**config.mk**
```make
export PLATFORM = sky130hd
export DESIGN_NAME = cal_timer_regs
export DESIGN_NICKNAME = d
export VERILOG_FILES = /design/src/rtl/cal_pkg.sv /design/src/rtl/cal_divider.sv /design/src/rtl/cal_counters.sv /design/src/rtl/cal_timer_regs.sv
export SDC_FILE = /design/constraint.sdc
export NUM_CORES = 1
export LEC_CHECK = 0
export ABC_AREA = 1
export BUFFER_PORTS_ARGS = -buffer_cell sky130_fd_sc_hd__buf_2
export CAP_MARGIN = 15
export CORE_MARGIN = 1.5
export CORE_UTILIZATION = 35
export CTS_CLUSTER_DIAMETER = 50
export CTS_CLUSTER_SIZE = 28
export DETAILED_ROUTE_END_ITERATION = 16
export PLACE_DENSITY = 0.56
export SYNTH_ARGS = -nofsm -noshare
export SYNTH_HDL_FRONTEND = slang
export SYNTH_SLANG_ARGS = --single-unit
```
**constraint.sdc**
```tcl
create_clock -name clk -period 13.6 [get_ports clk]
set_input_delay 2.72 -clock clk [delete_from_list [all_inputs] [get_ports clk]]
set_output_delay 2.72 -clock clk [all_outputs]
set_load 0.02 [all_outputs]
```
**src/rtl/cal_pkg.sv**
```systemverilog
package cal_pkg;
  localparam int NUM_FIELDS = 8;
  localparam int SEC_W  = 6;
  localparam int MIN_W  = 6;
  localparam int HOUR_W = 5;
  localparam int DOM_W  = 5;
  localparam int DOW_W  = 3;
  localparam int DOY_W  = 9;
  localparam int MON_W  = 4;
  localparam int YEAR_W = 12;

  localparam int FI_SEC  = 0;
  localparam int FI_MIN  = 1;
  localparam int FI_HOUR = 2;
  localparam int FI_DOM  = 3;
  localparam int FI_DOW  = 4;
  localparam int FI_DOY  = 5;
  localparam int FI_MON  = 6;
  localparam int FI_YEAR = 7;

  localparam logic [SEC_W-1:0]  SEC_LAST  = SEC_W'(59);
  localparam logic [MIN_W-1:0]  MIN_LAST  = MIN_W'(59);
  localparam logic [HOUR_W-1:0] HOUR_LAST = HOUR_W'(23);
  localparam logic [DOW_W-1:0]  DOW_LAST  = DOW_W'(6);
  localparam logic [MON_W-1:0]  MON_LAST  = MON_W'(12);

  typedef struct packed {
    logic [YEAR_W-1:0] year;
    logic [MON_W-1:0]  mon;
    logic [DOY_W-1:0]  doy;
    logic [DOW_W-1:0]  dow;
    logic [DOM_W-1:0]  dom;
    logic [HOUR_W-1:0] hour;
    logic [MIN_W-1:0]  min;
    logic [SEC_W-1:0]  sec;
  } cal_time_t;

  function automatic logic leap_year(input logic [YEAR_W-1:0] y);
    return (y[1:0] == 2'b00);
  endfunction

  function automatic logic [DOM_W-1:0] month_len(input logic [MON_W-1:0] m,
                                                 input logic [YEAR_W-1:0] y);
    case (m)
      4'd2:                     return leap_year(y) ? DOM_W'(29) : DOM_W'(28);
      4'd4, 4'd6, 4'd9, 4'd11:  return DOM_W'(30);
      default:                  return DOM_W'(31);
    endcase
  endfunction

  function automatic logic [DOY_W-1:0] year_len(input logic [YEAR_W-1:0] y);
    return leap_year(y) ? DOY_W'(366) : DOY_W'(365);
  endfunction

  function automatic logic [31:0] pack_clock(input cal_time_t t);
    return {5'b0, t.dow, 3'b0, t.hour, 2'b0, t.min, 2'b0, t.sec};
  endfunction

  function automatic logic [31:0] pack_date(input cal_time_t t);
    return {4'b0, t.year, 4'b0, t.mon, 3'b0, t.dom};
  endfunction

  function automatic logic [31:0] pack_yday(input cal_time_t t);
    return {{(32-DOY_W){1'b0}}, t.doy};
  endfunction
endpackage

```
**src/rtl/cal_divider.sv**
```systemverilog
module cal_divider #(
  parameter int DIV_COUNT = 4
) (
  input  logic clk,
  input  logic rst_n,
  input  logic run_en,
  input  logic div_hold,
  input  logic tick_en,
  output logic sec_tick
);
  localparam int CNT_W = (DIV_COUNT > 1) ? $clog2(DIV_COUNT) : 1;
  localparam logic [CNT_W-1:0] CNT_LAST = CNT_W'(DIV_COUNT - 1);

  logic [CNT_W-1:0] sub_cnt;
  logic             accept;

  assign accept   = run_en && !div_hold && tick_en;
  assign sec_tick = accept && (sub_cnt == CNT_LAST);

  always_ff @(posedge clk) begin
    if (!rst_n || div_hold) begin
      sub_cnt <= '0;
    end else if (accept) begin
      sub_cnt <= (sub_cnt == CNT_LAST) ? '0 : sub_cnt + 1'b1;
    end
  end

  // divider reset keeps the sub-second count at zero
  assert_div_held_R3: assert property (@(posedge clk) disable iff (!rst_n)
    div_hold |=> (sub_cnt == '0));
endmodule

```
**src/rtl/cal_counters.sv**
```systemverilog
module cal_counters
  import cal_pkg::*;
#(
  parameter int WR_W = YEAR_W
) (
  input  logic                  clk,
  input  logic                  rst_n,
  input  logic                  sec_tick,
  input  logic [NUM_FIELDS-1:0] wr_en,
  input  logic [WR_W-1:0]       wr_data,
  output cal_time_t             now,
  output logic [NUM_FIELDS-1:0] inc_pulse
);
  logic [NUM_FIELDS-1:0] adv;
  logic wrap_sec, wrap_min, wrap_hour, wrap_dow, wrap_dom, wrap_doy, wrap_mon;
  logic new_day;

  assign wrap_sec  = now.sec  >= SEC_LAST;
  assign wrap_min  = now.min  >= MIN_LAST;
  assign wrap_hour = now.hour >= HOUR_LAST;
  assign wrap_dow  = now.dow  >= DOW_LAST;
  assign wrap_dom  = now.dom  >= month_len(now.mon, now.year);
  assign wrap_doy  = now.doy  >= year_len(now.year);
  assign wrap_mon  = now.mon  >= MON_LAST;

  assign adv[FI_SEC]  = sec_tick;
  assign adv[FI_MIN]  = adv[FI_SEC] && wrap_sec;
  assign adv[FI_HOUR] = adv[FI_MIN] && wrap_min;
  assign new_day      = adv[FI_HOUR] && wrap_hour;
  assign adv[FI_DOM]  = new_day;
  assign adv[FI_DOW]  = new_day;
  assign adv[FI_DOY]  = new_day;
  assign adv[FI_MON]  = new_day && wrap_dom;
  assign adv[FI_YEAR] = adv[FI_MON] && wrap_mon;

  always_ff @(posedge clk) begin
    if (!rst_n) begin
      now       <= '0;
      now.dom   <= DOM_W'(1);
      now.doy   <= DOY_W'(1);
      now.mon   <= MON_W'(1);
      inc_pulse <= '0;
    end else begin
      inc_pulse <= adv & ~wr_en;

      if (wr_en[FI_SEC])       now.sec <= wr_data[SEC_W-1:0];
      else if (adv[FI_SEC])    now.sec <= wrap_sec ? '0 : now.sec + 1'b1;

      if (wr_en[FI_MIN])       now.min <= wr_data[MIN_W-1:0];
      else if (adv[FI_MIN])    now.min <= wrap_min ? '0 : now.min + 1'b1;

      if (wr_en[FI_HOUR])      now.hour <= wr_data[HOUR_W-1:0];
      else if (adv[FI_HOUR])   now.hour <= wrap_hour ? '0 : now.hour + 1'b1;

      if (wr_en[FI_DOM])       now.dom <= wr_data[DOM_W-1:0];
      else if (adv[FI_DOM])    now.dom <= wrap_dom ? DOM_W'(1) : now.dom + 1'b1;

      if (wr_en[FI_DOW])       now.dow <= wr_data[DOW_W-1:0];
      else if (adv[FI_DOW])    now.dow <= wrap_dow ? '0 : now.dow + 1'b1;

      if (wr_en[FI_DOY])       now.doy <= wr_data[DOY_W-1:0];
      else if (adv[FI_DOY])    now.doy <= wrap_doy ? DOY_W'(1) : now.doy + 1'b1;

      if (wr_en[FI_MON])       now.mon <= wr_data[MON_W-1:0];
      else if (adv[FI_MON])    now.mon <= wrap_mon ? MON_W'(1) : now.mon + 1'b1;

      if (wr_en[FI_YEAR])      now.year <= wr_data[YEAR_W-1:0];
      else if (adv[FI_YEAR])   now.year <= now.year + 1'b1;
    end
  end

  // a counted step from 59 seconds lands on 0
  assert_sec_wrap_R4: assert property (@(posedge clk) disable iff (!rst_n)
    (sec_tick && !wr_en[FI_SEC] && now.sec == SEC_LAST) |=> (now.sec == '0));

  // day of month returns to 1 after the last day of the month
  assert_dom_wrap_R5: assert property (@(posedge clk) disable iff (!rst_n)
    (new_day && !wr_en[FI_DOM] && now.dom == month_len(now.mon, now.year))
      |=> (now.dom == DOM_W'(1)));

  // a field write wins over a same-cycle increment
  assert_write_wins_R8: assert property (@(posedge clk) disable iff (!rst_n)
    wr_en[FI_SEC] |=> (now.sec == $past(wr_data[SEC_W-1:0])));

  // no field pulse without a seconds tick one cycle earlier
  assert_pulse_source_R10: assert property (@(posedge clk) disable iff (!rst_n)
    (|inc_pulse) |-> $past(sec_tick));
endmodule

```
**src/rtl/cal_timer_regs.sv**
```systemverilog
module cal_timer_regs
  import cal_pkg::*;
#(
  parameter int DIV_COUNT   = 4,
  parameter int ADDR_W      = 8,
  parameter int NUM_SCRATCH = 5
) (
  input  logic                  clk,
  input  logic                  rst_n,
  input  logic                  tick_en,
  input  logic [ADDR_W-1:0]     bus_addr,
  input  logic                  bus_we,
  input  logic [31:0]           bus_wdata,
  output logic [31:0]           bus_rdata,
  output logic [NUM_FIELDS-1:0] inc_pulse
);
  localparam logic [ADDR_W-1:0] ADDR_CTRL    = ADDR_W'(8'h08);
  localparam logic [ADDR_W-1:0] ADDR_PACK0   = ADDR_W'(8'h14);
  localparam logic [ADDR_W-1:0] ADDR_PACK1   = ADDR_W'(8'h18);
  localparam logic [ADDR_W-1:0] ADDR_PACK2   = ADDR_W'(8'h1C);
  localparam logic [ADDR_W-1:0] FIELD_BASE   = ADDR_W'(8'h20);
  localparam logic [ADDR_W-1:0] SCRATCH_BASE = ADDR_W'(8'h44);

  logic ctrl_run, ctrl_div_rst, ctrl_cal_off;
  logic sec_tick;
  logic [NUM_FIELDS-1:0] field_wr;
  cal_time_t now;
  logic [31:0] field_rd [NUM_FIELDS];
  logic [31:0] scratch_q [NUM_SCRATCH];

  always_ff @(posedge clk) begin
    if (!rst_n) begin
      ctrl_run     <= 1'b0;
      ctrl_div_rst <= 1'b0;
      ctrl_cal_off <= 1'b0;
    end else if (bus_we && bus_addr == ADDR_CTRL) begin
      ctrl_run     <= bus_wdata[0];
      ctrl_div_rst <= bus_wdata[1];
      ctrl_cal_off <= bus_wdata[4];
    end
  end

  for (genvar gi = 0; gi < NUM_FIELDS; gi++) begin : g_field_dec
    assign field_wr[gi] = bus_we && (bus_addr == FIELD_BASE + ADDR_W'(4 * gi));
  end

  for (genvar gj = 0; gj < NUM_SCRATCH; gj++) begin : g_scratch
    always_ff @(posedge clk) begin
      if (!rst_n)
        scratch_q[gj] <= '0;
      else if (bus_we && bus_addr == SCRATCH_BASE + ADDR_W'(4 * gj))
        scratch_q[gj] <= bus_wdata;
    end
  end

  cal_divider #(.DIV_COUNT(DIV_COUNT)) u_div (
    .clk      (clk),
    .rst_n    (rst_n),
    .run_en   (ctrl_run),
    .div_hold (ctrl_div_rst),
    .tick_en  (tick_en),
    .sec_tick (sec_tick)
  );

  cal_counters #(.WR_W(YEAR_W)) u_cnt (
    .clk       (clk),
    .rst_n     (rst_n),
    .sec_tick  (sec_tick),
    .wr_en     (field_wr),
    .wr_data   (bus_wdata[YEAR_W-1:0]),
    .now       (now),
    .inc_pulse (inc_pulse)
  );

  assign field_rd[FI_SEC]  = 32'(now.sec);
  assign field_rd[FI_MIN]  = 32'(now.min);
  assign field_rd[FI_HOUR] = 32'(now.hour);
  assign field_rd[FI_DOM]  = 32'(now.dom);
  assign field_rd[FI_DOW]  = 32'(now.dow);
  assign field_rd[FI_DOY]  = 32'(now.doy);
  assign field_rd[FI_MON]  = 32'(now.mon);
  assign field_rd[FI_YEAR] = 32'(now.year);

  always_comb begin
    bus_rdata = '0;
    if (bus_addr == ADDR_CTRL)  bus_rdata = {27'b0, ctrl_cal_off, 2'b0, ctrl_div_rst, ctrl_run};
    if (bus_addr == ADDR_PACK0) bus_rdata = pack_clock(now);
    if (bus_addr == ADDR_PACK1) bus_rdata = pack_date(now);
    if (bus_addr == ADDR_PACK2) bus_rdata = pack_yday(now);
    for (int i = 0; i < NUM_FIELDS; i++)
      if (bus_addr == FIELD_BASE + ADDR_W'(4 * i)) bus_rdata = field_rd[i];
    for (int j = 0; j < NUM_SCRATCH; j++)
      if (bus_addr == SCRATCH_BASE + ADDR_W'(4 * j)) bus_rdata = scratch_q[j];
  end

  // without run enable no seconds step is produced
  assert_no_step_when_off_R3: assert property (@(posedge clk) disable iff (!rst_n)
    !ctrl_run |=> $stable(now.sec) || $past(field_wr[FI_SEC]));
endmodule

```
# == Word-level counts from Yosys, hierarchy flattened ==
# Memories as Yosys holds them, arrays and structs flattened.
# Cells that the tools add are included.
# op_classes
eq_ne,23
n_reduce_logical,35
mul,0
div_mod_pow,0
add_sub_neg,9
bitwise_logic,7
shift,0
n_lt_le_gt_ge,7
mux,65
# op_table
operator,n
32-bit two-way mux,21
8-bit by 6-bit equality test with 1-bit output (second input constant),8
8-bit by 7-bit equality test with 1-bit output (second input constant),5
6-bit two-way mux,6
5-bit two-way mux,7
9-bit two-way mux,3
8-bit by 5-bit equality test with 1-bit output (second input constant),3
12-bit two-way mux,2
1-bit logical AND,22
1-bit two-way mux,17
2-bit nonzero test,8
12-bit by 1-bit adder with 12-bit output (second input constant),1
6-bit by 1-bit adder with 6-bit output (second input constant),2
6-bit greater-or-equal comparator (second input constant),2
4-bit two-way mux,3
5-bit by 1-bit adder with 5-bit output (second input constant),2
5-bit case mux with 2 select lines,1
9-bit by 1-bit adder with 9-bit output (second input constant),1
9-bit greater-or-equal comparator,1
3-bit two-way mux,3
8-bit bitwise AND,1
4-bit by 3-bit equality test with 1-bit output (second input constant),2
4-bit equality test (second input constant),2
8-bit by 4-bit equality test with 1-bit output (second input constant),1
16 further kinds,22
# totals
out_inout_bits,40
latch_bits,0
mem_bits_rw,160
rom_bits,0
memories,1
regBits,63
in_bits,44
wordCells,160
# mem_list
memory,depth,width,read_ports,rd_ports_with_merged_regs,wr,line_no,text
scratch_q,5,32,5,0,5,cal_timer_regs.sv:29,logic [31:0] scratch_q [NUM_SCRATCH];

# == Longest topological paths before layout ==
# Gate-level depths: netlist (run 1).
# logic_depth
ltp_word,18
mapped_depth,17
depth_no_buf,17

# == Modules after synthesis ==
# From an unflattened synthesis (run 1), not the netlist that was laid out.
# hier_totals
hier_cells,1420
hier_area_um2,11692.5
# modules_own_cells
module,seq_area_each_um2,cells_each,area_each_um2,instances
cal_timer_regs,4864.7,824,7787.5,1
cal_counters,1161.1,575,3783.6,1
cal_divider,40.0,21,121.4,1

# == Least setup slack after synthesis (run 1) ==
# No wires, ideal clock.
# synth_timing
path_kind,input port to output port
start,input bus_addr[6]
end,output bus_rdata[16]
setup_slack_ns,6.747
t_arrival_ns,4.133
n_path_buf,2
path_stages,10
required_time_ns,10.880
path_cell_list,inv_1 > nand2_1 > nor2_1 > nand2_1 > buf_2 > clkbuf_1 > o21ai_0 > nand2_1 > a21oi_1 > nand4_1
# synth_between
elab_chain_cells,17
word_cells_on_any_way,32
classes_between,16 x eq/ne; 16 x mux
# synth_rtl
element,line_no,text
from (decl),cal_timer_regs.sv:11,"input logic [ADDR_W-1:0] bus_addr,"
8-bit by 5-bit equality test with 1-bit output,cal_timer_regs.sv:87,if (bus_addr == ADDR_PACK0) bus_rdata = pack_clock(now);
32-bit two-way mux,cal_timer_regs.sv:87,
32-bit two-way mux,cal_timer_regs.sv:88,if (bus_addr == ADDR_PACK1) bus_rdata = pack_date(now);
32-bit two-way mux,cal_timer_regs.sv:89,if (bus_addr == ADDR_PACK2) bus_rdata = pack_yday(now);
32-bit two-way mux (8 in a row),cal_timer_regs.sv:91,if (bus_addr == FIELD_BASE + ADDR_W'(4 * i)) bus_rdata = field_rd[i];
32-bit two-way mux (4 in a row),cal_timer_regs.sv:93,if (bus_addr == SCRATCH_BASE + ADDR_W'(4 * j)) bus_rdata = scratch_q[j];
32-bit two-way mux *,cal_timer_regs.sv:93,
to (decl),cal_timer_regs.sv:14,"output logic [31:0] bus_rdata,"
# Every way passes the cells marked *; elsewhere a longest branch is shown, timed or not.

# == Worst setup path after layout (run 1) ==
# layout_timing
start,input bus_addr[6]
end,output bus_rdata[4]
# layout_between
elab_chain_cells,18
word_cells_on_any_way,34
classes_between,17 x eq/ne; 17 x mux
# layout_rtl
element,line_no,text
8-bit by 4-bit equality test with 1-bit output,cal_timer_regs.sv:86,"if (bus_addr == ADDR_CTRL) bus_rdata = {27'b0, ctrl_cal_off, 2'b0, ctrl_div_rst, ctrl_run};"
5-bit two-way mux,cal_timer_regs.sv:86,
32-bit two-way mux,cal_timer_regs.sv:87,
32-bit two-way mux,cal_timer_regs.sv:88,
32-bit two-way mux,cal_timer_regs.sv:89,
32-bit two-way mux (8 in a row),cal_timer_regs.sv:91,
32-bit two-way mux (4 in a row),cal_timer_regs.sv:93,
32-bit two-way mux *,cal_timer_regs.sv:93,
# Marks and branches as above.

==> metrics.txt, run 1 <==
share of the synthesized area in the top cell type=0.434; share of layout cells above drive strength 1=0.136; P_leak=5.21 nW; final hold slack=0.465 ns; FF+latch area=6070 µm²; gp weighted congestion=0.987; final setup fails=0; Hold Vio Cnt, Final=0; Adder-Cell Fraction of Synth Area=0.0192; CP max FO=21; placed wire-length estimate=23400 µm; H-tree Lvls=1; Synth area leader=edfxtp_1; DR WL/cell=19.5 µm; Sink Count=223; fin area=13000 µm²; asr flop ratio synth=0; Worst Max-Slew Pin Slew=0.915 ns; WP data required=10.88 ns; max-slew violations=0; syn_nets=1353; chip height=181 µm; max cap viols=0; io pins=84; CTS max path bufs=3; Clk Latency, worst-skew pair=0.57 ns; WL final=35000 µm; Multi-input gate area=4360 µm²; CP Launch Type=input pin; status=completed; mapped cell area=11100 µm²; CP Capture Type=primary output; prevailing post-synth register cell=edfxtp_1; Vias/cell=5.31; Core Rows=64; top post-synthesis cells by area=edfxtp_1, dfxtp_1, nand2_1; Pre-antenna DRT Iters=5; Final ANT Viol Nets=0; Post-synth EDFFs=160; # port buffers=83; CTS tree=yes; Root Buffer=clkbuf_16; die area=32700 µm²; compound-gate portion of the synthesized area=0.101; largest net degree at the start of global routing=45; Die Width=181 µm; Pwr Density=124 nW/µm²; synth-to-layout area growth=17.5%; first-pass GRT wire length=54300 µm; sequential cell area fraction in the yosys report=0.548; worst hold-check path type=reg2reg; Final Skew=0.0368 ns; 1st-iter DRT viols=949; Residual DRC=0; WS Path Type=in2out; WP data arrival=5.27 ns; antenna cells=0; Tmin final=7.99 ns; Post-Synth Simple-Gate Area=0.253; Synth warnings=0; Achievable Freq=125 MHz; FILL cells=3107; Post-CTS Hold Buffers=0; Post-CTS Setup Inserts=0; synth unique cells=47; RSZ-0062 raised after global routing=false; vias in the first global route=9335; VDD IR max=100 µV; Post-Synth XOR/XNOR Area=0.0150; main combinational cell family by area after synthesis=simple AND/OR/NAND/NOR gates; initial antenna violation count=1; mux cell area share after synthesis=0.000904; DP Area=12000 µm²; Overall Global Routing Usage=0.214; routed vias=9519; clk slew on worst S/H paths=0.06 ns; core area=30800 µm²; Max-slew headroom=0.388; Resized cells post-CTS=0; Num CTS Buffers=28; syn avg cell area=8.57 µm²; Cells after Synth=1292; total gr overflow=0; setup_tns=0 ns; Starting Density=0.359; post-synthesis sequential element count=223; Tcrit/Tclk final=0.588; nets=1436
==> stage by stage <==
| stage | util | setup slack, ns | total power (W) | instances |
|---|---|---|---|---|
| after global placement | 0.389 | 5.74 | 0.000826 | 1741 |
| after detailed placement | 0.389 | 5.67 | 0.000828 | 1741 |
| after floorplan | - | 6.75 | 0.000798 | 1292 |
| final | 0.422 | 5.61 | 0.00162 | 1793 |
| after global routing | 0.422 | 5.35 | 0.00166 | 1793 |
| after CTS | 0.422 | 5.65 | 0.00163 | 1793 |
==> flip-flops by register name, indices dropped and copies added (netlist names) <==
name	cells
u_cnt.now	50
u_cnt.inc_pulse	8
ctrl_cal_off	1
scratch_q	160
ctrl_run	1
ctrl_div_rst	1
u_div.sub_cnt	2
==> critical path: stages <==
cell and delay [ns]:
buf_2 0.11, inv_1 0.07, nand2_1 0.15, nor2_1 0.30, nand2_1 0.62, nor2_1 0.28, nor2_1 0.06, nand2_1 0.07
nand2_1 0.05, nand2_1 0.05, nand2_1 0.04, nand2_1 0.06, nand2_1 0.07, nand2_1 0.07, nand4_1 0.09, nor2_1 0.18
nand3_1 0.11, buf_2 0.18
==> layout make-up <==
type / instances / area share
multi-input cells: 882 / 0.335
flip-flops and latches: 223 / 0.466
inverters: 140 / 0.0404
clock buffers: 29 / 0.0558
well taps: 396 / 0.0381
clock inverters: 23 / 0.0223
repair buffers: 100 / 0.0418
==> cells by family after synthesis <==
logic type / Yosys count
AND/OR/NAND/NOR: 664
flip-flops: 223
buffers and inverters: 187
AO/OA/AOI/OAI: 181
XOR/XNOR: 19
adder cells (fa/ha/maj): 17
multiplexers: 1
==> cell usage after synthesis (3+ instances only) <==
library cell and count:
o2111ai_1 7, nand4_1 31, a21oi_1 44, o21ai_0 47, clkbuf_1 38, a22o_1 6, a221oi_1 6, nor3_1 14
edfxtp_1 160, inv_1 133, buf_1 4, a31oi_1 36, nor2_2 6, or2_2 4, nand3_1 45, nor2_4 5
buf_2 5, o211ai_1 7, dfxtp_1 63, inv_2 5, ha_1 17, nor2_1 234, xor2_1 19, o21a_1 3
a211oi_1 7, o22ai_1 7, nand2_1 312
==> power breakdown <==
part	switching (W)	total (W)	internal [W]
Combinational	0.0000436	0.0000547	0.0000111
Sequential	0.00000701	0.000757	0.000750
Clock	0.000340	0.000805	0.000464
==> path summary, 6_finish.rpt <==
check	start	to	slack [ns]	cells past startpoint
max	bus_addr[6]	bus_rdata[4]	5.61	18
min	u_div.sub_cnt[1]	u_div.sub_cnt[1]	0.46	2
max reg2reg	u_cnt.now[34]	u_cnt.inc_pulse[7]	10.88	13
min reg2reg	u_div.sub_cnt[1]	u_div.sub_cnt[1]	0.46	2
==> cell usage in the layout (no fill, tap or decap), drive strengths merged <==
cell type	synthesis	routed
a31o	1	1
or2	4	4
o31ai	1	1
o211ai	7	7
inv	138	149
a221o	1	1
o22ai	7	7
o21ai	48	48
a21oi	45	45
o21a	3	3
xor2	19	19
bufinv	0	3
nor2	247	247
a311o	1	1
nor3	16	16
o221ai	2	2
edfxtp	160	160
buf	9	100
a221oi	6	6
nor3b	1	1
nand3	47	47
nand2	315	315
nand4	31	31
dfxtp	63	63
ha	17	17
clkinv	2	11
mux2i	1	1
a22o	6	6
clkbuf	38	29
a32oi	1	1
nor4	1	1
a21boi	2	2
o2111ai	7	7
nand3b	2	2
a31oi	36	36
a211oi	7	7
==> metal layers <==
metal	vias to the layer above	GRT usage	routed length, µm
met1	4549	0.293	15500
met2	397	0.350	16200
met5	-	0	11
li1	4499	-	-
met4	2	0.0703	1020
met3	72	0.0268	2310
Note: power is estimated with default switching activity, not from simulation.
==> inputs of run 2 (changes only) <==
- ABC_AREA: 1 -> 0
- clock period: 13.6 -> 7.39 ns (I/O delays scaled with it)
==> metrics.txt, run 2 <==
Worst Max-Slew Pin Slew=1.24 ns (+0.326 ns); Crit path top cell by count=buf_2; max reg flops=160 (unchanged); critical path, cell by cell=buf_2 > nand2b_1 > nor3_1 > a222oi_1 > o31a_1 > o21ai_0 > buf_2; Cells after Synth=1237 (-4.3%); WP data required=5.91 ns (-4.97 ns); CP max FO=41 (+95%); mapped cell area=12100 µm² (+9.4%); setup_tns=0 ns (unchanged); mux cell area share after synthesis=0.00909 (+0.00818); Adder-Cell Fraction of Synth Area=0.0176 (-0.00165); die area=35700 µm² (+9.3%); Achievable Freq=172 MHz; Post-Synth XOR/XNOR Area=0.000723 (-0.0143); CP Launch Type=input pin; FILL cells=3304 (+6.3%); max cap viols=0 (unchanged); reg-to-reg slack, setup=4.10 ns (-6.78 ns); Resized cells post-CTS=0 (unchanged); GR met3 Demand/Resource=0.0347 (+0.00785); P_leak=4.96 nW (-4.8%); CTS tree=yes; Clk Latency, worst-skew pair=0.56 ns (about the same); nets=1334 (-7.1%); largest net degree at the start of global routing=48 (+6.7%); Synth area leader=edfxtp_1; CP Capture Type=primary output; Hold Startpoint=u_div.sub_cnt[1]; worst r2r src=u_cnt.now[34]; Vias/cell=6.01 (+13%); Pwr Density=217 nW/µm² (+74%); prevailing post-synth register cell=edfxtp_1; syn avg cell area=9.80 µm² (+14%); Core Rows=67 (+4.7%); Max-slew headroom=0.171 (-0.218); H-tree Lvls=1 (unchanged); Final Skew=0.0126 ns (-0.0242 ns); antenna cells=0 (unchanged); max-slew violations=0 (unchanged); CP top delay family=simple AND/OR/NAND/NOR gates; vias in the first global route=9999 (+7.1%); crit path from=bus_addr[3]; WP buf/inv=2 (-1); Overall Global Routing Usage=0.232 (+0.0178); Reg with most FFs=scratch_q; post-placement cell count=1689 (-3.0%); global-route layer with the greatest usage=met2; status=completed; synth-to-layout area growth=15.1%; first-pass GRT wire length=63300 µm (+17%); Tmin final=5.81 ns; Sink Count=223 (unchanged); synth unique cells=77 (+64%); VDD IR max=181 µV (+81%); Die Width=189 µm (+4.5%); main combinational cell family by area after synthesis=simple AND/OR/NAND/NOR gates; syn_nets=1298 (-4.1%); Post-Synth Simple-Gate Area=0.227 (-0.0252); worst hold-check path type=reg2reg; WL final=41900 µm (+20%); WS Path Type=in2out; final setup fails=0 (unchanged); Num CTS Buffers=30 (+7.1%); WP data arrival=4.33 ns (-0.94 ns); Post-synth EDFFs=160 (unchanged); Pre-antenna DRT Iters=6 (+1); Residual DRC=0 (unchanged); Root Buffer=clkbuf_16; core area=33800 µm² (+9.6%); CP max stage cell=nor3_1; RSZ-0062 raised after global routing=false; share of the synthesized area in the top cell type=0.397 (-0.0374); asr flop ratio synth=0 (unchanged); Starting Density=0.359 (-0.000519); clk slew on worst S/H paths=0.05 ns (about the same); share of layout cells above drive strength 1=0.146 (+0.0105); # port buffers=83 (unchanged); Post-CTS Setup Inserts=0 (unchanged); routed vias=10.5k (+10%); max incr delay on CP=1.03 ns (+0.41 ns); sequential cell area fraction in the yosys report=0.501 (-0.0472); Final ANT Viol Nets=0 (unchanged); io pins=84 (unchanged); Non-Filler Instances=1745 (-2.7%); Hold Vio Cnt, Final=0 (unchanged); synth cell count leaders=and2_1, edfxtp_1, nand2_1; initial antenna violation count=0 (-1); Tcrit/Tclk final=0.786; Post-CTS Hold Buffers=0 (unchanged); Top Registers=scratch_q: 160 flops, u_cnt.now: 50 flops, u_cnt.inc_pulse: 8 flops; top post-synthesis cells by area=edfxtp_1, dfxtp_1, and2_1; chip height=189 µm (+4.5%); DR WL/cell=24.0 µm (+23%); final hold slack=0.473 ns (+0.00849 ns); post-synthesis sequential element count=223 (unchanged); gp weighted congestion=0.931 (-5.6%); Synth warnings=0 (unchanged); compound-gate portion of the synthesized area=0.204 (+0.103); CTS max path bufs=3 (unchanged); 1st-iter DRT viols=1389 (+46%); most frequent cells in the layout=and2_1, edfxtp_1, nand2_1; total gr overflow=0 (unchanged); met2 Usage GRT=0.377 (+0.0264); placed wire-length estimate=27800 µm (+19%); grt met1 use=0.313 (+0.0201)
==> run 2: cell count changes after synthesis, sizes merged, moves of 15 or more <==
cell and delta:
a222oi +15, a22oi +41, and2 +161, and3 +21, clkbuf +50, inv -117
nand2 -225, nand3 -18, nand4 -23, nor2 -170, nor3 +20, o21ai +37
xor2 -18
==> run 2: stage by stage <==
stage	power, W	util	area [µm²]	setup slack [ns]
after floorplan	0.00151	-	12100	2.36
after global placement	0.00159	0.383	12900	1.70
after detailed placement	0.00160	0.383	12900	1.67
after CTS	0.00304	0.413	13900	1.64
after global routing	0.00310	0.413	13900	1.46
final	0.00302	0.413	13900	1.58
==> run 2: power breakdown <==
group / total [W] / leakage [nW] / internal [W] / switching (W)
combinational: 0.000166 / 2.45 / 0.0000425 / 0.000123
clock: 0.00145 / 0.491 / 0.000839 / 0.000613
sequential: 0.00141 / 2.03 / 0.00138 / 0.0000208
==> run 2: path summary, 6_finish.rpt <==
path,to,cells after the start
setup / recovery,bus_rdata[18],7
hold / removal,u_div.sub_cnt[1],2
setup reg to reg,u_cnt.now[43],11
hold reg to reg,u_div.sub_cnt[1],2
==> run 2: cell type report <==
cell class                 count  area, µm²  share of cell area
clock buffer                  34        808              0.0580
clock inverter                22        191              0.0137
inverter                      21       78.8             0.00565
multi-input combinational    887       5620               0.403
sequential                   223       6070               0.435
tap                          448        561              0.0402
timing repair buffer         110        618              0.0443
==> run 2: metal layers <==
metal / vias up / part of all wire / wire (µm)
met1: 5118 / 0.42 / 17800
met2: 495 / 0.46 / 19200
met5: - / 0 / 0
met3: 107 / 0.078 / 3280
met4: 0 / 0.040 / 1660
li1: 4761 / - / -
==> run 2: kinds of logic after synthesis <==
family / Yosys count
and+or+nand+nor: 499
AOI/OAI and AO/OA: 359
DFF: 223
buffers and inverters: 127
adders and majority gates: 17
muxes: 11
xor gates and xnor gates: 1
==> run 2: tightest hold or removal path, stage by stage, from the launching register on <==
cell     delay [ns]
dfxtp_1        0.31
nand2_1        0.06
a21oi_1        0.06
==> inputs of run 3 (changes only) <==
- clock period: 7.39 -> 5.5 ns (I/O delays scaled with it)
==> metrics.txt, run 3 (same netlist as run 2, synthesis figures left out) <==
CTS max path bufs=3 (unchanged); highest metal used=met4; DR WL/cell=24.3 µm (+1.2%); max incr delay on CP=0.48 ns (-0.55 ns); Overall Global Routing Usage=0.234 (+0.00268); nets=1348 (+1.0%); Starting Density=0.359 (unchanged); FILL cells=3235 (-2.1%); WP data required=4.40 ns (-1.51 ns); NetSw=0.000993 W (+31%); Final Skew=0.0180 ns (+0.00540 ns); Die Width=189 µm (unchanged); Resized cells post-CTS=0 (unchanged); DP Worst Slack=0.762 ns (-0.908 ns); Root Buffer=clkbuf_16; Worst Max-Slew Pin Slew=0.994 ns (-0.248 ns); hold depth=2 (unchanged); vias in the first global route=9946 (-0.53%); 1st-iter DRT viols=1133 (-18%); CP max FO=30 (-27%); routed vias=10.6k (+0.68%); metal3 WL=3020 µm (-7.9%); Max-slew headroom=0.335 (+0.164); max reg flops=160 (unchanged); Tcrit/Tclk final=0.874; WP data arrival=3.71 ns (-0.62 ns); placed wire-length estimate=28900 µm (+3.9%); synth-to-layout area growth=16.5%; Post-CTS Hold Buffers=0 (unchanged); setup_tns=0 ns (unchanged); total gr overflow=0 (unchanged); largest net degree at the start of global routing=47 (-2.1%); CTS tree=yes; Top Registers=scratch_q: 160 flops, u_cnt.now: 50 flops, u_cnt.inc_pulse: 8 flops; Post-CTS Setup Inserts=0 (unchanged); clk slew on worst S/H paths=0.05 ns (about the same); core area=33800 µm² (unchanged); Reg with most FFs=scratch_q; CP Launch Type=input pin; status=completed; Comb power frac=0.055 (about the same); WP buf/inv=3 (+1); Reg2Reg Depth=11 (unchanged); Pre-antenna DRT Iters=7 (+1); Vias/cell=6.01 (about the same); Core Rows=67 (unchanged); die area=35700 µm² (unchanged); Clk Latency, worst-skew pair=0.56 ns (about the same); antenna cells=0 (unchanged); fin worst setup slack=0.693 ns (-0.885 ns); Sink Count=223 (unchanged); Hold Vio Cnt, Final=0 (unchanged); M1 WL=18500 µm (+3.9%); critical path, cell by cell=buf_2 > nor4bb_2 > buf_4 > and2_1 > a221o_1 > a21oi_1 > o21ai_0 > buf_2; most frequent cells in the layout=and2_1, edfxtp_1, nand2_1; worst hold-check path type=reg2reg; met2 wire length=19600 µm (+2.1%); chip height=189 µm (unchanged); io pins=84 (unchanged); Num CTS Buffers=28 (-6.7%); final setup fails=0 (unchanged); WS Path Type=in2out; max-slew violations=0 (unchanged); WP depth=8 (+1); share of layout cells above drive strength 1=0.157 (+0.0101); gp weighted congestion=0.931 (about the same); CP Capture Type=primary output; first-pass GRT wire length=63800 µm (+0.77%); Achievable Freq=208 MHz; CP max stage cell=nor4bb_2; sw frac=0.239 (-0.0109); Internal=0.00315 W (+39%); H-tree Lvls=1 (unchanged); CP top delay family=buffers and inverters; RSZ-0062 raised after global routing=false; initial antenna violation count=2 (+2); P_leak=5.05 nW (+1.8%); Final ANT Viol Nets=0 (unchanged); # port buffers=83 (unchanged); Tmin final=4.81 ns; Crit path top cell by count=buf_2; WL final=42700 µm (+1.9%); Residual DRC=0 (unchanged); Clock power frac=0.489 (+0.009); max cap viols=0 (unchanged); sequential share of power=0.456 (-0.009); VDD IR max=218 µV (+20%); Pwr Density=294 nW/µm² (+35%)
-- run 3: changes by cell type in the layout (fill, tap and decap cells not counted) --
cell / change
clkinv_8: +2
clkbuf_16: -3
inv_6: -3
clkbuf_1: -2
clkinvlp_4: +2
clkbuf_8: +1
clkinv_4: +1
buf_12: +1
clkinv_1: -1
inv_8: -2
clkinv_2: -3
bufinv_16: +4
buf_4: +15
-- run 3: final timing paths --
kind | endpoint | start | slack, ns
max | bus_rdata[8] | bus_addr[3] | 0.69
min | u_div.sub_cnt[1] | u_div.sub_cnt[1] | 0.46
max reg2reg | u_cnt.now[43] | u_cnt.now[34] | 2.24
min reg2reg | u_div.sub_cnt[1] | u_div.sub_cnt[1] | 0.46
-- run 3: power groups by stage --
stage	clock, W	combinational [W]	sequential [W]
2_1_floorplan	0	0.000122	0.00191
3_3_place_gp	0	0.000224	0.00192
3_5_place_dp	0	0.000225	0.00193
4_1_cts	0.00206	0.000226	0.00189
5_1_grt	0.00212	0.000243	0.00189
6_report	0.00203	0.000228	0.00189
-- run 3: layer usage --
layer / global-route usage / vias to the layer above
met5: 0 / -
met4: 0.0891 / 0
met3: 0.0269 / 105
met2: 0.375 / 528
met1: 0.325 / 5131
li1: - / 4788
-- run 3: area by class of cell --
| type | count | area (µm²) | share of cell area |
|---|---|---|---|
| Sequential cell | 223 | 6070 | 0.430 |
| Multi-Input combinational cell | 887 | 5620 | 0.398 |
| Clock inverter | 22 | 300 | 0.0213 |
| Tap cell | 448 | 561 | 0.0397 |
| Clock buffer | 30 | 739 | 0.0524 |
| Timing Repair Buffer | 126 | 751 | 0.0532 |
| Inverter | 21 | 78.8 | 0.00558 |
-- run 3: per-stage QoR --
stage / instances / cell area, µm² / hold WS [ns] / util / power (W)
2_1_floorplan: 1237 / 12100 / 0.438 / - / 0.00203
3_3_place_gp: 1705 / 13100 / 0.446 / 0.387 / 0.00215
3_5_place_dp: 1705 / 13100 / 0.455 / 0.387 / 0.00215
4_1_cts: 1757 / 14100 / 0.462 / 0.418 / 0.00417
5_1_grt: 1757 / 14100 / 0.482 / 0.418 / 0.00426
6_report: 1757 / 14100 / 0.457 / 0.418 / 0.00415
-- run 3: worst register-to-register path, cell delays in order, from the launching register on --
cell	delay, ns
dfxtp_1	0.40
inv_1	0.15
ha_1	0.24
o21ai_0	0.15
o21ai_0	0.09
o21ai_0	0.23
ha_1	0.16
nand2b_1	0.12
a21oi_1	0.18
or4_4	0.65
or4b_1	0.53
a311oi_1	0.27
